--- src/rtl/decade_pkg.sv ---
package decade_pkg;

    localparam int DIGIT_W = 4;
    localparam int LAST_DIGIT = 9;

    typedef logic [DIGIT_W-1:0] digit_t;

    typedef enum logic {
        WRAP_SYNC_LOAD   = 1'b0,
        WRAP_ASYNC_CLEAR = 1'b1
    } wrap_mode_e;

    typedef struct packed {
        logic   valid;
        digit_t value;
    } load_req_t;

    localparam digit_t DIGIT_LAST = digit_t'(LAST_DIGIT);
    localparam digit_t DIGIT_OVER = digit_t'(LAST_DIGIT + 1);
    localparam digit_t DIGIT_MAX  = {DIGIT_W{1'b1}};

    function automatic logic is_value(input digit_t v, input digit_t ref_v);
        return v == ref_v;
    endfunction

endpackage

--- src/rtl/dc_bin_core.sv ---
module dc_bin_core
    import decade_pkg::*;
#(
    parameter bit ASYNC_CLR = 1'b0
) (
    input  logic      clk,
    input  logic      rst,
    input  logic      clr,
    input  logic      inc,
    input  load_req_t ld,
    output digit_t    q
);

    digit_t q_r;

    generate
        if (ASYNC_CLR) begin : g_async
            always_ff @(posedge clk or posedge clr) begin
                if (clr) begin
                    q_r <= '0;
                end else if (rst) begin
                    q_r <= '0;
                end else if (ld.valid) begin
                    q_r <= ld.value;
                end else if (inc) begin
                    q_r <= q_r + digit_t'(1);
                end
            end
        end else begin : g_sync
            always_ff @(posedge clk) begin
                if (rst || clr) begin
                    q_r <= '0;
                end else if (ld.valid) begin
                    q_r <= ld.value;
                end else if (inc) begin
                    q_r <= q_r + digit_t'(1);
                end
            end
        end
    endgenerate

    assign q = q_r;

    AST_CORE_RESET: assert property (@(posedge clk) rst |=> q_r == '0)
        else $error("core not cleared by reset");
    AST_CORE_LOAD: assert property (@(posedge clk) disable iff (rst)
        (ld.valid && !clr) |=> (q_r == $past(ld.value) || q_r == '0))
        else $error("core load not captured");

endmodule

--- src/rtl/dc_wrap_ctrl.sv ---
module dc_wrap_ctrl
    import decade_pkg::*;
#(
    parameter wrap_mode_e WRAP_MODE = WRAP_SYNC_LOAD
) (
    input  digit_t    q,
    input  logic      cnt_en,
    input  load_req_t ext_ld,
    output load_req_t core_ld,
    output logic      inc,
    output logic      clr,
    output logic      at_last
);

    logic fb_ld;

    assign at_last = is_value(q, DIGIT_LAST);
    assign inc     = cnt_en;

    generate
        if (WRAP_MODE == WRAP_SYNC_LOAD) begin : g_sync_wrap
            assign fb_ld = at_last && cnt_en;
            assign clr   = 1'b0;
        end else begin : g_async_wrap
            assign fb_ld = 1'b0;
            assign clr   = is_value(q, DIGIT_OVER);
        end
    endgenerate

    always_comb begin
        core_ld.valid = ext_ld.valid || fb_ld;
        core_ld.value = ext_ld.valid ? ext_ld.value : '0;
    end

endmodule

--- src/rtl/decade_counter.sv ---
module decade_counter
    import decade_pkg::*;
#(
    parameter wrap_mode_e WRAP_MODE = WRAP_SYNC_LOAD
) (
    input  logic       clk,
    input  logic       rst,
    input  logic       cnt_en,
    input  logic       ld_en,
    input  logic [3:0] ld_val,
    output logic [3:0] count,
    output logic       term
);

    localparam bit USE_ASYNC = (WRAP_MODE == WRAP_ASYNC_CLEAR);

    load_req_t ext_ld;
    load_req_t core_ld;
    digit_t    q;
    logic      inc;
    logic      clr;
    logic      at_last;

    assign ext_ld.valid = ld_en;
    assign ext_ld.value = ld_val;

    dc_wrap_ctrl #(
        .WRAP_MODE (WRAP_MODE)
    ) u_wrap (
        .q       (q),
        .cnt_en  (cnt_en),
        .ext_ld  (ext_ld),
        .core_ld (core_ld),
        .inc     (inc),
        .clr     (clr),
        .at_last (at_last)
    );

    dc_bin_core #(
        .ASYNC_CLR (USE_ASYNC)
    ) u_core (
        .clk (clk),
        .rst (rst),
        .clr (clr),
        .inc (inc),
        .ld  (core_ld),
        .q   (q)
    );

    assign count = q;
    assign term  = at_last && cnt_en;

    AST_RESET_ZERO: assert property (@(posedge clk) rst |=> count == 4'd0)
        else $error("reset did not zero count");
    AST_STEP_UP: assert property (@(posedge clk) disable iff (rst)
        (cnt_en && !ld_en && count != 4'd9 && count != 4'd15) |=> count == $past(count) + 4'd1)
        else $error("count did not step");
    AST_HOLD: assert property (@(posedge clk) disable iff (rst)
        (!cnt_en && !ld_en) |=> $stable(count))
        else $error("count changed while idle");
    AST_TERM_WRAP: assert property (@(posedge clk) disable iff (rst)
        (term && !ld_en) |=> count == 4'd0)
        else $error("terminal cycle not followed by zero");
    AST_TOP_ROLL: assert property (@(posedge clk) disable iff (rst)
        (cnt_en && !ld_en && count == 4'd15) |=> count == 4'd0)
        else $error("15 did not roll to 0");

    generate
        if (USE_ASYNC) begin : g_chk_async
            AST_NO_TEN: assert property (@(posedge clk) disable iff (rst)
                count != 4'd10)
                else $error("10 visible at an edge");
            AST_LOAD_VAL: assert property (@(posedge clk) disable iff (rst)
                (ld_en && ld_val != 4'd10) |=> count == $past(ld_val))
                else $error("load not captured");
        end else begin : g_chk_sync
            AST_LOAD_VAL: assert property (@(posedge clk) disable iff (rst)
                ld_en |=> count == $past(ld_val))
                else $error("load not captured");
        end
    endgenerate

endmodule

--- config.mk ---
export PLATFORM = sky130hd
export DESIGN_NAME = decade_counter
export DESIGN_NICKNAME = d
export VERILOG_FILES = /design/src/rtl/decade_pkg.sv /design/src/rtl/dc_bin_core.sv /design/src/rtl/dc_wrap_ctrl.sv /design/src/rtl/decade_counter.sv
export SDC_FILE = /design/constraint.sdc
export NUM_CORES = 1
export LEC_CHECK = 0
export BUFFER_PORTS_ARGS = -buffer_cell sky130_fd_sc_hd__buf_2
export CORE_AREA = 4 4 41 43
export DETAILED_ROUTE_END_ITERATION = 8
export DIE_AREA = 0 0 45 47
export PLACE_DENSITY = 0.46
export SETUP_SLACK_MARGIN = 0.05
export SYNTH_ARGS = -nofsm -noshare
export SYNTH_HDL_FRONTEND = slang
export SYNTH_HIERARCHICAL = 1
export SYNTH_SLANG_ARGS = --single-unit
--- constraint.sdc ---
create_clock -name clk -period 1.6 [get_ports clk]
set_clock_uncertainty 0.15 [all_clocks]
set_input_delay 0.32 -clock clk [delete_from_list [all_inputs] [get_ports clk]]
set_output_delay 0.32 -clock clk [all_outputs]
set_load 0.01 [all_outputs]
**After elaboration in Yosys (flattened, before gate mapping)**

Cells that the tools add are included.

- Flip-flop bits (word level): 4
- Bits of input ports: 8
- Output and inout port bits: 5

- Add/subtract/negate cells: 1
- Eq/ne operators: 1
- Muxes and demuxes: 3
- Reduce and logical (&&, ||, !) cells: 3

Operators by type and width:

| cell | number |
|---|---|
| two-way mux 4 bit | 3 |
| adder 4 x 1 -> 4 bit, second input constant | 1 |
| equality test 4 bit, second input constant | 1 |
| nonzero test 2 bit | 1 |
| logical AND 1 bit | 1 |
| logical OR 1 bit | 1 |

**Longest topological paths before layout**

Gate-level depths: netlist of the first run.

- Depth after elaboration: 4
- Gate-level depth with buffers: 5
- Depth with buffers taken out: 5

**Modules after synthesis**

The synthesis of the first run kept the hierarchy.

By module, submodules not included:

| module | instances | cells an instance | area an instance (sq um) |
|---|---|---|---|
| dc_bin_core | 1 | 23 | 196.4 |
| dc_wrap_ctrl | 1 | 9 | 63.8 |
| decade_counter | 1 | 1 | 6.3 |

**Worst setup path after synthesis of the first run**

OpenSTA, ideal clock, no wires.

- Path kind: register to register
- From: register u_core.q_r[2] (netlist: u_core/q[2])
- To: register u_core.q_r[0] (netlist: u_core/q[0])
- Setup time: 0.115 ns
- Arrival time: 1.082 ns
- Data required time: 1.335 ns
- Path slack: 0.253 ns
- Stages on the path, launching flop included: 6
- Period minus slack after synthesis: 1.347 ns
- Cell sequence: dfxtp_1 -> and4bb_1 -> a21o_1 -> nand2_1 -> o21ai_0 -> and2_1

RTL lines:

| what | line | source |
|---|---|---|
| start, declared | dc_bin_core.sv:14 | `digit_t q_r;` |
| start signal, assigned | dc_bin_core.sv:34 | `q_r <= ld.value;` |
| start signal, assigned | dc_bin_core.sv:36 | `q_r <= q_r + digit_t'(1);` |

**Worst setup path in the final report of the first run**

- From: register u_core.q_r[1] (netlist: u_core/q[1])
- To: output term

- Longest elaborated chain between the ends: 2

RTL lines:

| what | line | source |
|---|---|---|
| equality test 4 bit | decade_pkg.sv:23 | `return v == ref_v;` |
| named net at_last | decade_counter.sv:22 | `logic at_last;` |
| logical AND 1 bit | decade_counter.sv:51 | `assign term = at_last && cnt_en;` |
| end, declared | decade_counter.sv:12 | `output logic term` |

The timed path passes the listed nets, and every way through them passes these cells.

==> run_results.csv, run 1 <==
group,metric,value,unit
logic_synthesis,synth_adder_area_share,0.04695,
final_layout,drive_gt1_frac,0.4600,
place,routabilityCongestion,0.6263,
logic_synthesis,synth_flop_cell,"dfxtp_1",
logic_synthesis,yosysMostFrequentCell,"and2_1",
die,rows,13,
outcome,status,"finished, final reports clean",
logic_synthesis,synth.top_cell.area_share,0.3005,
sta,hold_viol_final,0,
die,pin_count,13,
logic_synthesis,synth_xor_xnor_area_share,0.09859,
clock_tree,clock-root-buffer,"clkbuf_4",
pwr,leakage,0.2026,nW
flow_run,drv_cap,0,
final_layout,post-route-util,0.2981,
critical_path,cp.required,1.13,ns
logic_synthesis,synth_seq_cells,4,
critical_path,timing.critical_path.cells,"and4bb_1, and2_1, buf_2",
logic_synthesis,synth_common_cells,"and2_1 (7), dfxtp_1 (4), o21ai_0 (4)",
logic_synthesis,syn_avg_cell_area,8.076,sq um
route,drt_pass1_iterations,2,
grt,grt_usage,0.07419,
grt,antenna_found_initial,0,
sta,grt_setup_unrepaired,"true",
die,core_region_area,1301,sq um
final_layout,largest_register_ff_count,4,
critical_path,cp_num_buf_inv,1,
final_layout,fin_cells,65,
logic_synthesis,syn_area,266.5,sq um
logic_synthesis,synth.distinct_cells,16,
route,avgViaCountPerCell,4.015,
die,die_area,2115,sq um
route,post_drt_wl_per_cell,9.708,microns
clock_tree,clk_pin_slew,0.04,ns
place,portBuffers,12,
sta,whs,0.2381,ns
critical_path,worstPathMaxFanout,2,
pwr,peakVddDrop,0.0001928,V
clock_tree,clkSinkCount,4,
critical_path,start_kind,"flop",
logic_synthesis,yosysWarnings,6,
sta,finalSetupViolCount,0,
clock_tree,cts.path.max_buffers,2,
logic_synthesis,syn_inst,33,
logic_synthesis,synth-simple-area-share,0.2911,
grt,grt_pass1_vias,271,
sta,period_minus_slack,1.508,ns
place,hpwl,464.6,microns
critical_path,cpMaxStageDelayCell,"dfxtp_2",
sta,fin_crit_sh,0.9423,
route,dr.first_iter.drc_count,4,
die,die_h,47,microns
clock_tree,clk_latency,0.23,ns
critical_path,crit_family,"simple AND/OR/NAND/NOR gates",
pwr,power_density,697.6,nW/um^2
logic_synthesis,syn_nets,42,
critical_path,cpPeakStageDelay,0.31,ns
clock_tree,cts_buffers,3,
logic_synthesis,synthTopCellsByArea,"dfxtp_1 (30%), and2_1 (16%), o21ai_0 (7.5%)",
place,dp.cells,59,
logic_synthesis,synth_compound_area_frac,0.1408,
final_layout,fill_cells,155,
logic_synthesis,yosys-mux-area-fraction,0.03756,
sta,max_clock_freq,663.3,MHz
place,dp_slack,0.2232,ns
logic_synthesis,synth_edf_count,0,
grt,grt_max_degree,7,
sta,fin_setup_tns,0,ns
logic_synthesis,async_flop_share,0,
critical_path,critPathKind,"reg2out",
final_layout,antenna_cells,0,
route,ant_nets,0,
route,drcViolationCount,0,
die,die_w,45,microns
clock_tree,cts_tree,"built",
final_layout,multiInputGateArea,167.7,sq um
route,drt_wl_total,631,microns
sta,finalMaxSlewViolations,0,
final_layout,area_delta_synth_final,45.54,%
clock_tree,cts.htree.levels,1,
critical_path,end_kind,"output pin",
final_layout,nets,61,
critical_path,cp_data_arrival_time,1.04,ns
final_layout,register_area,85.08,sq um
logic_synthesis,ys_seq_area_frac,0.3005,
grt,gr-total-overflow,0,
hold_path,hp-class,"in2reg",
grt,grt_pass1_wl,1041,microns
route,vias,261,
logic_synthesis,synth_area_leader_cell,"dfxtp_1",
die,start_util,0.2048,
sta,worst_slack,0.09236,ns
logic_synthesis,synth_top_family_by_area,"simple AND/OR/NAND/NOR gates",
[power by group]
| group | leakage, nW | internal (mW) | switching, mW |
|---|---|---|---|
| Clock | 0.0138 | 0.0836 | 0.0364 |
| Sequential | 0.0344 | 0.105 | 0.00273 |
| Combinational | 0.154 | 0.0228 | 0.0204 |
[cells by family after synthesis]
logic type / Yosys count
buffers and inverters: 3
adder cells (fa/ha/maj): 1
AO/OA/AOI/OAI: 7
XOR/XNOR: 3
AND/OR/NAND/NOR: 13
flip-flops: 4
multiplexers: 1
other: 1
[through the flow]
step | instance area, sq um | power (mW)
floorplan | 266.5 | 0.1331
global route | 387.9 | 0.2861
CTS | 377.9 | 0.2747
finish | 387.9 | 0.2706
global placement | 337.8 | 0.1474
detailed placement | 337.8 | 0.1475
[final timing paths]
kind / from / endpoint / slack, ns / depth (start not counted)
setup / recovery: u_core/q[1]$_SDFFE_PP0P_ / term / 0.09 / 3
hold / removal: rst / u_core/q[3]$_SDFFE_PP0P_ / 0.24 / 4
setup reg to reg: u_core/q[3]$_SDFFE_PP0P_ / u_core/q[3]$_SDFFE_PP0P_ / 0.19 / 6
hold reg to reg: u_core/q[3]$_SDFFE_PP0P_ / u_core/q[3]$_SDFFE_PP0P_ / 0.44 / 2
[worst register-to-register path, stage by stage (launching register included)]
cell and delay [ns]:
dfxtp_2 0.32, and4bb_1 0.21, buf_4 0.13, a21o_1 0.21
inv_1 0.12, o21ai_1 0.08, a21oi_1 0.12
[per-layer routing]
| layer | global-route usage | wire (microns) | up-vias |
|---|---|---|---|
| met5 | 0 | 0 | - |
| met4 | 0.07018 | 5 | 0 |
| met3 | 0.02682 | 51 | 2 |
| met2 | 0.1328 | 355 | 8 |
| met1 | 0.06349 | 218 | 106 |
| li1 | - | - | 145 |
[repair_timing]
action | CTS | global route
setup buffers | 2 | 1
resized for setup | 2 | 4
hold buffers | 0 | 0
pin swaps | 1 | 2
setup endpoints to repair | 1 | 3
[cells in the final DEF, fill, tap and decap left out]
master / netlist / layout
a21o_1: 1 / 1
a21oi_1: 2 / 2
and2_1: 7 / 7
and4bb_1: 1 / 1
buf_2: 0 / 12
buf_4: 2 / 4
clkbuf_4: 0 / 3
conb_1: 1 / 1
dfxtp_2: 0 / 4
ha_1: 1 / 1
inv_1: 1 / 1
mux2i_1: 1 / 1
nand2_1: 3 / 3
nand4_1: 1 / 1
nor2_1: 1 / 1
o21ai_0: 4 / 2
o21ai_1: 0 / 2
xnor2_1: 1 / 1
xor2_1: 2 / 2
[area by class of cell]
cell class,instances,area share
inverters,1,0.009677
repair buffers,16,0.2323
multi-input cells,26,0.4323
flip-flops and latches,4,0.2194
clock buffers,3,0.05806
well taps,15,0.04839
Power figures use the tool's default switching activity.
==> inputs of run 2 (changes only) <==
- CELL_PAD_IN_SITES_DETAIL_PLACEMENT: default -> 1
- CELL_PAD_IN_SITES_GLOBAL_PLACEMENT: default -> 2
- PLACE_DENSITY: 0.46 -> 0.72
==> run 2 against run 1 <==
Effect of this change: routed wire length stayed put; worst hold slack worse by 0.013 ns; power is 1.6% higher; sequential cell count stayed put; setup slack worse by 0.021 ns; critical endpoint unchanged; first-iteration DRC count is 100% lower; sequential power hardly changed; clock power is 4% higher; largest power group unchanged; count of clock-buffer cells in the layout stayed put; via count is 3.1% higher; critical path depth stayed put.
==> run_results.csv, run 2 (synthesis results as in run 1) <==
group,metric,value,unit
route,vias,269,
route,drt_wl_total,631,microns
pwr,leakage,0.2011,nW
route,dr.first_iter.drc_count,0,
route,avgViaCountPerCell,4.138,
place,routabilityCongestion,0.7121,
sta,fin_crit_sh,0.9557,
grt,grt_usage,0.08221,
sta,hold_viol_final,0,
grt,grt_pass1_wl,1124,microns
critical_path,cpMaxStageDelayCell,"dfxtp_2",
route,drcViolationCount,0,
final_layout,drive_gt1_frac,0.4600,
critical_path,cp.required,1.13,ns
clock_tree,clkSinkCount,4,
die,pin_count,13,
final_layout,area_delta_synth_final,45.07,%
grt,grt_max_degree,7,
grt,use_met1,0.07517,
die,die_area,2115,sq um
clock_tree,cts.path.max_buffers,2,
critical_path,cp_num_buf_inv,1,
place,hpwl,480.7,microns
final_layout,fin_cells,65,
die,die_h,47,microns
place,portBuffers,12,
critical_path,crit_family,"simple AND/OR/NAND/NOR gates",
grt,grt_use_met2,0.1243,
grt,antenna_found_initial,0,
flow_run,drv_cap,0,
die,start_util,0.2048,
grt,top_usage_layer,"met2",
clock_tree,clock-root-buffer,"clkbuf_4",
die,core_region_area,1301,sq um
sta,max_clock_freq,654.0,MHz
die,die_w,45,microns
final_layout,post-route-util,0.2971,
route,post_drt_wl_per_cell,9.708,microns
grt,use_met3,0.03448,
critical_path,critPathKind,"reg2out",
route,drt_pass1_iterations,1,
clock_tree,clk_pin_slew,0.04,ns
final_layout,largest_register_ff_count,4,
place,dp_slack,0.1738,ns
sta,finalSetupViolCount,0,
sta,worst_slack,0.07089,ns
clock_tree,cts_tree,"built",
final_layout,layout_commonest_cell,"buf_2",
final_layout,layout_common_cells,"buf_2 (12), and2_1 (7), buf_4 (4)",
route,ant_nets,0,
grt,grt_pass1_vias,294,
sta,finalMaxSlewViolations,0,
die,rows,13,
critical_path,worstPathMaxFanout,2,
pwr,peakVddDrop,0.0001896,V
outcome,status,"finished, final reports clean",
critical_path,timing.critical_path.cells,"and4bb_1, and2_1, buf_2",
hold_path,hp-class,"in2reg",
critical_path,cp_data_arrival_time,1.06,ns
clock_tree,clk_latency,0.24,ns
clock_tree,cts.htree.levels,1,
critical_path,end_kind,"output pin",
sta,period_minus_slack,1.529,ns
place,dp.cells,58,
critical_path,start_kind,"flop",
critical_path,cpPeakStageDelay,0.30,ns
clock_tree,holdBufCountCts,0,
clock_tree,cts_buffers,3,
final_layout,nets,61,
final_layout,fill_cells,181,
sta,grt_setup_unrepaired,"true",
pwr,power_density,710.9,nW/um^2
grt,gr-total-overflow,0,
final_layout,antenna_cells,0,
==> run 2: layout make-up <==
class	instances	area (sq um)	share of cell area
well taps	15	18.77	0.04854
clock buffers	3	22.52	0.05825
multi-input cells	26	167.7	0.4337
repair buffers	16	90.09	0.2330
inverters	1	3.754	0.009709
flip-flops and latches	4	83.83	0.2168
==> run 2: path summary, 6_finish.rpt <==
check | depth (start not counted) | endpoint | slack, ns | start
min | 4 | u_core/q[3]$_SDFFE_PP0P_ | 0.23 | rst
max | 3 | term | 0.07 | u_core/q[1]$_SDFFE_PP0P_
min reg2reg | 2 | u_core/q[3]$_SDFFE_PP0P_ | 0.44 | u_core/q[3]$_SDFFE_PP0P_
max reg2reg | 6 | u_core/q[3]$_SDFFE_PP0P_ | 0.18 | u_core/q[1]$_SDFFE_PP0P_
==> run 2: tightest hold or removal path, cell delays in order <==
cell and delay [ns]:
buf_2 0.07, nor2_1 0.05, o21ai_0 0.07, a21oi_1 0.04
==> run 2: what timing repair did <==
action	in CTS	in global routing
endpoints found under the setup margin	1	3
pin swaps	2	0
buffers inserted	4	0
resized for setup	3	2
cloned	0	0
==> run 2: report_power, final <==
part           total [mW]  switching (mW)  internal, mW
Sequential          0.106         0.00192         0.104
Combinational      0.0430          0.0204        0.0226
Clock               0.125          0.0415        0.0839
==> run 2: routing by layer <==
| layer | share of wire | vias to the layer above |
|---|---|---|
| met2 | 0.50 | 10 |
| li1 | - | 142 |
| met5 | 0 | - |
| met4 | 0.030 | 0 |
| met1 | 0.37 | 115 |
| met3 | 0.095 | 2 |
==> run 2: metrics by stage <==
step | TNS (ns) | power, mW | area [sq um] | hold WS [ns]
after floorplan | 0 | 0.1331 | 266.5 | 0.3523
after global placement | 0 | 0.1458 | 330.3 | 0.4357
after detailed placement | 0 | 0.1463 | 330.3 | 0.4322
after CTS | 0 | 0.2833 | 386.6 | 0.2192
after global routing | -0.007340 | 0.3003 | 386.6 | 0.2554
final | 0 | 0.2749 | 386.6 | 0.2252
